**config.mk**
```make
export PLATFORM = sky130hd
export DESIGN_NAME = vid_pkt_sched
export DESIGN_NICKNAME = d
export VERILOG_FILES = /design/src/rtl/vps_pkg.sv /design/src/rtl/vps_cfg_regs.sv /design/src/rtl/vps_slot_pick.sv /design/src/rtl/vps_line_fsm.sv /design/src/rtl/vid_pkt_sched.sv
export SDC_FILE = /design/constraint.sdc
export NUM_CORES = 2
export LEC_CHECK = 0
export BUFFER_PORTS_ARGS = -buffer_cell sky130_fd_sc_hd__buf_2
export CELL_PAD_IN_SITES_DETAIL_PLACEMENT = 0
export CELL_PAD_IN_SITES_GLOBAL_PLACEMENT = 1
export CORE_MARGIN = 3
export CORE_UTILIZATION = 39
export DETAILED_ROUTE_END_ITERATION = 8
export GPL_TIMING_DRIVEN = 1
export HOLD_SLACK_MARGIN = 0.05
export PLACE_DENSITY = 0.78
export SKIP_CTS_REPAIR_TIMING = 1
export SLEW_MARGIN = 25
export SYNTH_ARGS = -nofsm -noshare
export SYNTH_HDL_FRONTEND = slang
export SYNTH_SLANG_ARGS = --single-unit
```
**constraint.sdc**
```tcl
create_clock -name clk -period 2.01 [get_ports clk]
set_input_delay 0 -clock clk [delete_from_list [all_inputs] [get_ports clk]]
set_output_delay 0 -clock clk [all_outputs]
set_load 0.005 [all_outputs]
```
**src/rtl/vps_pkg.sv**
```systemverilog
package vps_pkg;

    localparam int WORD_W     = 32;
    localparam int DT_W       = 6;
    localparam int SEL_W      = 3;
    localparam int LEN_W      = 16;
    localparam int SLOT_W     = 1 + DT_W + SEL_W;
    localparam int SLOTS_PW   = 3;
    localparam int LP_BIT     = 30;
    localparam int LINE_KINDS = 6;
    localparam int NUM_WORDS  = 2 * LINE_KINDS;
    localparam int NUM_LENS   = 1 << SEL_W;
    localparam int LEN_REGS   = NUM_LENS / 2;
    localparam int LINE_SLOTS = 2 * SLOTS_PW;
    localparam int ADDR_LEN0  = NUM_WORDS;
    localparam int ADDR_SOL   = ADDR_LEN0 + LEN_REGS;
    localparam int ADDR_W     = $clog2(ADDR_SOL + 1);
    localparam int KIND_W     = $clog2(LINE_KINDS + 2);

    typedef struct packed {
        logic             en;
        logic [DT_W-1:0]  dt;
        logic [SEL_W-1:0] sel;
    } slot_t;

    typedef struct packed {
        logic [DT_W-1:0]  dt;
        logic [LEN_W-1:0] wc;
        logic             lng;
    } pkt_t;

    typedef enum logic [1:0] {
        ST_IDLE  = 2'd0,
        ST_DELAY = 2'd1,
        ST_RUN   = 2'd2
    } seq_state_t;

    function automatic logic dt_is_long(input logic [DT_W-1:0] dt);
        return dt[3:0] >= 4'h9;
    endfunction

    function automatic slot_t slot_field(input logic [1:0][WORD_W-1:0] w,
                                        input int idx);
        return slot_t'(w[idx / SLOTS_PW][(idx % SLOTS_PW) * SLOT_W +: SLOT_W]);
    endfunction

endpackage

```
**src/rtl/vps_cfg_regs.sv**
```systemverilog
module vps_cfg_regs
    import vps_pkg::*;
#(
    parameter int NWORDS = NUM_WORDS,
    parameter int NLREGS = LEN_REGS
) (
    input  logic                          clk,
    input  logic                          rst,
    input  logic                          we,
    input  logic [ADDR_W-1:0]             addr,
    input  logic [WORD_W-1:0]             wdata,
    output logic [NWORDS-1:0][WORD_W-1:0] seq_words,
    output logic [2*NLREGS-1:0][LEN_W-1:0] lens,
    output logic [LEN_W-1:0]              sol_delay
);
    localparam int LBASE = NWORDS;
    localparam int SADDR = NWORDS + NLREGS;

    for (genvar g = 0; g < NWORDS; g++) begin : g_seq
        always_ff @(posedge clk) begin
            if (rst)
                seq_words[g] <= '0;
            else if (we && addr == ADDR_W'(g))
                seq_words[g] <= wdata;
        end
    end

    for (genvar g = 0; g < NLREGS; g++) begin : g_len
        always_ff @(posedge clk) begin
            if (rst) begin
                lens[2*g]   <= '0;
                lens[2*g+1] <= '0;
            end else if (we && addr == ADDR_W'(LBASE + g)) begin
                lens[2*g]   <= wdata[LEN_W-1:0];
                lens[2*g+1] <= wdata[2*LEN_W-1:LEN_W];
            end
        end
    end

    always_ff @(posedge clk) begin
        if (rst)
            sol_delay <= '0;
        else if (we && addr == ADDR_W'(SADDR))
            sol_delay <= wdata[LEN_W-1:0];
    end

endmodule

```
**src/rtl/vps_slot_pick.sv**
```systemverilog
module vps_slot_pick
    import vps_pkg::*;
#(
    parameter int NSLOTS = LINE_SLOTS,
    parameter int NL     = NUM_LENS
) (
    input  logic [1:0][WORD_W-1:0]   line_words,
    input  logic [NSLOTS-1:0]        pend,
    input  logic [NL-1:0][LEN_W-1:0] lens,
    output logic [NSLOTS-1:0]        pick_oh,
    output pkt_t                     pkt
);
    slot_t slots [NSLOTS];

    for (genvar g = 0; g < NSLOTS; g++) begin : g_slot
        assign slots[g] = slot_field(line_words, g);
    end

    assign pick_oh = pend & (~pend + NSLOTS'(1));

    logic [DT_W-1:0]  dt_m;
    logic [SEL_W-1:0] sel_m;
    logic             lng;

    always_comb begin
        dt_m  = '0;
        sel_m = '0;
        for (int i = 0; i < NSLOTS; i++) begin
            if (pick_oh[i]) begin
                dt_m  = dt_m  | slots[i].dt;
                sel_m = sel_m | slots[i].sel;
            end
        end
        lng     = dt_is_long(dt_m);
        pkt.dt  = dt_m;
        pkt.lng = lng;
        pkt.wc  = lng ? lens[sel_m] : '0;
    end

endmodule

```
**src/rtl/vps_line_fsm.sv**
```systemverilog
module vps_line_fsm
    import vps_pkg::*;
#(
    parameter int NWORDS = NUM_WORDS,
    parameter int KINDS  = LINE_KINDS,
    parameter int NSLOTS = LINE_SLOTS
) (
    input  logic                          clk,
    input  logic                          rst,
    input  logic                          line_start,
    input  logic [KIND_W-1:0]             line_kind,
    input  logic [NWORDS-1:0][WORD_W-1:0] seq_words,
    input  logic [LEN_W-1:0]              sol_delay,
    input  logic                          hs,
    input  logic [NSLOTS-1:0]             pick_oh,
    output logic [1:0][WORD_W-1:0]        line_words,
    output logic [NSLOTS-1:0]             pend,
    output logic                          pkt_valid,
    output logic                          line_done,
    output logic                          line_lp,
    output logic                          busy
);
    seq_state_t            st;
    logic [LEN_W-1:0]      cnt;
    logic [KIND_W-1:0]     kind_q;
    logic                  lp_q;
    logic [1:0][WORD_W-1:0] new_words;
    logic [NSLOTS-1:0]     new_mask;

    always_comb begin
        new_words = '0;
        if (int'(line_kind) < KINDS) begin
            new_words[0] = seq_words[2 * int'(line_kind)];
            new_words[1] = seq_words[2 * int'(line_kind) + 1];
        end
    end

    for (genvar g = 0; g < NSLOTS; g++) begin : g_mask
        slot_t s;
        assign s           = slot_field(new_words, g);
        assign new_mask[g] = s.en;
    end

    always_ff @(posedge clk) begin
        if (rst) begin
            st         <= ST_IDLE;
            cnt        <= '0;
            kind_q     <= '0;
            lp_q       <= 1'b0;
            line_words <= '0;
            pend       <= '0;
        end else begin
            unique case (st)
                ST_IDLE: begin
                    if (line_start) begin
                        kind_q     <= line_kind;
                        line_words <= new_words;
                        pend       <= new_mask;
                        lp_q       <= new_words[0][LP_BIT] | new_words[1][LP_BIT];
                        cnt        <= sol_delay;
                        st         <= (sol_delay == '0) ? ST_RUN : ST_DELAY;
                    end
                end
                ST_DELAY: begin
                    cnt <= cnt - LEN_W'(1);
                    if (cnt == LEN_W'(1))
                        st <= ST_RUN;
                end
                ST_RUN: begin
                    if (pend == '0)
                        st <= ST_IDLE;
                    else if (hs)
                        pend <= pend & ~pick_oh;
                end
                default: st <= ST_IDLE;
            endcase
        end
    end

    assign busy      = (st != ST_IDLE);
    assign pkt_valid = (st == ST_RUN) && (pend != '0);
    assign line_done = (st == ST_RUN) && (pend == '0);
    assign line_lp   = line_done && lp_q;

    AST_DONE_PULSE: assert property (@(posedge clk) disable iff (rst)
        line_done |=> !line_done);
    AST_PEND_DROP: assert property (@(posedge clk) disable iff (rst)
        (st == ST_RUN && hs) |=> ($countones(pend) + 1 == $countones($past(pend))));
    AST_KIND_HELD: assert property (@(posedge clk) disable iff (rst)
        (busy && $past(busy)) |-> $stable(kind_q));

endmodule

```
**src/rtl/vid_pkt_sched.sv**
```systemverilog
module vid_pkt_sched
    import vps_pkg::*;
(
    input  logic                clk,
    input  logic                rst,
    input  logic                cfg_we,
    input  logic [ADDR_W-1:0]   cfg_addr,
    input  logic [WORD_W-1:0]   cfg_wdata,
    input  logic                line_start,
    input  logic [KIND_W-1:0]   line_kind,
    output logic                pkt_valid,
    input  logic                pkt_ready,
    output logic [DT_W-1:0]     pkt_dtype,
    output logic [LEN_W-1:0]    pkt_wc,
    output logic                pkt_long,
    output logic                line_done,
    output logic                line_lp,
    output logic                busy
);
    logic [NUM_WORDS-1:0][WORD_W-1:0] seq_words;
    logic [NUM_LENS-1:0][LEN_W-1:0]   lens;
    logic [LEN_W-1:0]                 sol_delay;
    logic [1:0][WORD_W-1:0]           line_words;
    logic [LINE_SLOTS-1:0]            pend;
    logic [LINE_SLOTS-1:0]            pick_oh;
    pkt_t                             pkt;
    logic                             hs;

    vps_cfg_regs #(.NWORDS(NUM_WORDS), .NLREGS(LEN_REGS)) u_regs (
        .clk       (clk),
        .rst       (rst),
        .we        (cfg_we),
        .addr      (cfg_addr),
        .wdata     (cfg_wdata),
        .seq_words (seq_words),
        .lens      (lens),
        .sol_delay (sol_delay)
    );

    vps_line_fsm #(.NWORDS(NUM_WORDS), .KINDS(LINE_KINDS), .NSLOTS(LINE_SLOTS)) u_fsm (
        .clk        (clk),
        .rst        (rst),
        .line_start (line_start),
        .line_kind  (line_kind),
        .seq_words  (seq_words),
        .sol_delay  (sol_delay),
        .hs         (hs),
        .pick_oh    (pick_oh),
        .line_words (line_words),
        .pend       (pend),
        .pkt_valid  (pkt_valid),
        .line_done  (line_done),
        .line_lp    (line_lp),
        .busy       (busy)
    );

    vps_slot_pick #(.NSLOTS(LINE_SLOTS), .NL(NUM_LENS)) u_pick (
        .line_words (line_words),
        .pend       (pend),
        .lens       (lens),
        .pick_oh    (pick_oh),
        .pkt        (pkt)
    );

    assign hs        = pkt_valid && pkt_ready;
    assign pkt_dtype = pkt.dt;
    assign pkt_wc    = pkt.wc;
    assign pkt_long  = pkt.lng;

    AST_VALID_HOLD: assert property (@(posedge clk) disable iff (rst)
        (pkt_valid && !pkt_ready) |=> (pkt_valid && $stable(pkt_dtype)
                                       && $stable(pkt_wc) && $stable(pkt_long)));
    AST_SHORT_NO_WC: assert property (@(posedge clk) disable iff (rst)
        (pkt_valid && !pkt_long) |-> (pkt_wc == '0));
    AST_IDLE_QUIET: assert property (@(posedge clk) disable iff (rst)
        !busy |-> !pkt_valid);

endmodule

```
==> impl_results.md <==
* Seq/Total Area, Yosys at 47.2%
* First-pass GRT wire length at about 130 mm
* DRC at 0
* Worst Setup End Kind: output port
* Largest net degree at the start of global routing at 75
* Post-Syn Area at between 0.02 and 0.03 mm^2
* Distinct cells, synth at 55
* Total number of H-tree levels at 3
* Slew @ Worst Pin at about 0.7 ns
* Critical Path Source Type: flip-flop
* Detailed Route WL at approximately 87 mm
* CP required at ~2.0 ns
* DIE HEIGHT at roughly 260 um
* Synth Area in XOR/XNOR at 0%
* EDFF count, synth at 0
* DR pass1 iterations at 5
* Pins Over Slew Limit at 0
* Leak pwr at about 10 nW
* Initial antenna violation count at 2
* Drt via density at approximately 5.6
* Critical path's top delay family: simple AND/OR/NAND/NOR gates
* Clock Sinks at 595
* DP HPWL at 54.6 mm
* Slew headroom at a little over half
* TNS Setup at -15.82 ns
* Clock Path Buffers at 3
* Clk root buf: clkbuf_16
* Cell Rows at just over 90
* Post-Synth Adder-Cell Area at less than 1%
* FFs w/ async S/R, synth at 0%
* Period minus WS final at 2.93 ns
* PortBufs at 71
* Failing checks: setup timing
* Layout Skew at around 0.023 ns
* Period utilisation layout at 146%
* CP Cell Sequence: or3_4 -> nor3b_4 -> a221oi_4 -> buf_6 -> nand2_8 -> buf_12 -> buf_12 -> nand2_1 -> a32o_1 -> o22ai_2 -> buf_2
* CP peak stage delay at a little over 0.4 ns
* DR iter-0 viols at around 2400
* Core footprint at around 0.064 mm^2
* CTS tree: built
* Max rail drop VDD at 0.000446 V
* Die W at 260 um
* I/O pin count at between 70 and 80
* Fmax at about 340 MHz
* Final nets at around 3300
* Synth Area in Simple Gates at between 20% and 30%
* Post-DP Area at 0.0271 mm^2
* Post-synth top flop: dfxtp_1
* Post-Syn Instances at about 3300
* Multi-input gate area at around 0.012 mm^2
* Synth Area in Compound Gates at between 10% and 20%
* Die ar. at 0.0678 mm^2
* Fill cell count at just over 6000
* Fraction of layout instances using a drive strength above 1 at between 10 and 15%
* Worst Setup Slack, final at -0.918 ns
* Final GP Congestion at ~0.90
* Max-cap violation count at 0
* Routed Antenna Nets at 0
* Worst Path Max Fanout at 7
* Mapped Nets at about 3300
* Sequential cell area at between 0.01 and 0.015 mm^2
* Most frequent cell on the critical path: buf_12
* Post-route cell area at just over 0.03 mm^2
* Yosys warns at 0
* Vias in the first global route at 21600
* WL per Instance at 20.9 um
* Worst Hold Class: in -> reg
* Hold Vio Cnt, Final at 0
* Syn avg cell area at slightly below 8 um^2
* TritonCTS buffer count at 67
* Worst Path Buf+Inv at 4
* Setup CP Type: reg -> out
* Power Density at ~900 mW/mm^2
* GRT overflow at 0
* Main combinational cell family by area after synthesis: simple AND/OR/NAND/NOR gates
* Clock Latency Late Sink at about 0.61 ns
* RSZ-0062 raised after global routing: true
* Worst path arrival time at 2.93 ns
* Starting Density at between 30% and 40%
* Outcome: finished with violations
* CP max-delay cell: or3_4
* Vias at approximately 23000
* Total track usage at about a quarter
* Area grow syn2layout at 19.7%
* Layout Utilization at a little under half
* Post-synthesis mux area share at under 10%
* Synth Register Bits at roughly 600
* Clock-pin slew on the worst setup and hold paths at 0.06 ns
* # setup viols final at 23
final timing paths:
check                                           from                                  to  slack (ns)  depth (start not counted)
hold reg to reg   u_regs.seq_words[213]$_SDFFE_PP0P_  u_regs.seq_words[213]$_SDFFE_PP0P_        0.45                          2
hold / removal                          line_kind[1]   u_fsm.line_words[38]$_SDFFE_PP0P_        0.04                          4
setup reg to reg           u_fsm.cnt[4]$_SDFFE_PP0P_            u_fsm.st[0]$_SDFFE_PP0P_        0.14                          7
setup / recovery          u_fsm.pend[1]$_SDFFE_PP0P_                           pkt_wc[8]       -0.92                         11
flip-flops by register name (all words and copies together), names as in the netlist:
| name | cells |
|---|---|
| u_regs.seq_words | 372 |
| u_regs.lens | 128 |
| u_fsm.line_words | 54 |
| u_fsm.cnt | 16 |
| u_regs.sol_delay | 16 |
| u_fsm.pend | 6 |
| u_fsm.st | 2 |
| u_fsm.lp_q | 1 |
logic make-up after synthesis:
family | Yosys count
and+or+nand+nor | 1359
buffers and inverters | 376
muxes | 122
DFF | 595
adders and majority gates | 2
AOI/OAI and AO/OA | 798
cell usage in the layout, fill, tap and decap left out, types with 7 or more instances in the layout:
| cell type | Yosys | final |
|---|---|---|
| mux4_2 | 60 | 60 |
| o22ai_2 | 0 | 10 |
| nor2_1 | 105 | 90 |
| clkbuf_16 | 0 | 77 |
| nand2_1 | 1177 | 1177 |
| nor4_1 | 7 | 7 |
| nor3_1 | 15 | 10 |
| dlygate4sd3_1 | 0 | 34 |
| buf_12 | 0 | 45 |
| o21ai_0 | 75 | 73 |
| clkinv_2 | 0 | 11 |
| nand3_1 | 14 | 13 |
| inv_1 | 67 | 67 |
| mux2i_1 | 62 | 62 |
| a32o_1 | 32 | 28 |
| nor2_2 | 0 | 13 |
| clkbuf_1 | 260 | 12 |
| buf_4 | 5 | 92 |
| buf_2 | 27 | 65 |
| clkbuf_8 | 0 | 17 |
| o221ai_1 | 54 | 54 |
| o22ai_1 | 22 | 7 |
| buf_6 | 7 | 16 |
| dfxtp_1 | 595 | 590 |
| a21oi_1 | 575 | 575 |
routing by layer:
layer | share of wire, % | up-vias | global-route usage (%) | routed length [um]
li1 | - | 10900 | - | -
met2 | 47 | 816 | 40.0 | 41100
met5 | 0.013 | - | 0 | 11
met3 | 6.7 | 117 | 3.28 | 5810
met1 | 44 | 11400 | 34.6 | 38000
met4 | 2.6 | 2 | 8.49 | 2230
worst register-to-register path: stages (launching register included):
cell and delay, ns:
dfxtp_1 0.31, or4_1 0.54, buf_4 0.17, nor3_1 0.18
and4b_1 0.23, a21oi_1 0.10, a21oi_1 0.14, a2111oi_0 0.07
through the flow:
| stage | setup WS, ns | std cells | power (mW) | hold WS, ns |
|---|---|---|---|---|
| floorplan | -0.00557 | 3252 | 13.3 | 0.136 |
| global placement | -0.429 | 4003 | 14.0 | 0.279 |
| detailed placement | -0.438 | 4003 | 14.0 | 0.294 |
| CTS | -1.11 | 4120 | 26.6 | -0.346 |
| global route | -0.995 | 4166 | 27.3 | 0.0548 |
| finish | -0.918 | 4167 | 26.5 | 0.0437 |
power by group:
part           internal [mW]  switching (mW)  total [mW]
Combinational          0.569            1.18        1.75
Sequential              12.0           0.150        12.1
Clock                   7.66            4.95        12.6
Total                   20.2            6.28        26.5
cells in the mapped netlist (all sizes together) (32+ instances only):
cell	count	area, um^2
nor2	105	394
nand2	1179	4430
o221ai	54	473
buf	48	285
a21oi	575	2880
mux2i	62	621
o21ai	76	380
a32o	32	320
mux4	60	1350
dfxtp	595	11900
clkbuf	261	981
inv	67	251
final cells by class:
class / instances / area share [%]
Clock buffer: 99 / 6.76
Tap cell: 846 / 3.50
Sequential cell: 595 / 39.4
Timing Repair Buffer: 260 / 8.66
Antenna cell: 1 / 0.00828
Multi-Input combinational cell: 2281 / 40.1
Inverter: 67 / 0.832
Clock inverter: 18 / 0.733
(Power assumes the default switching activity.)
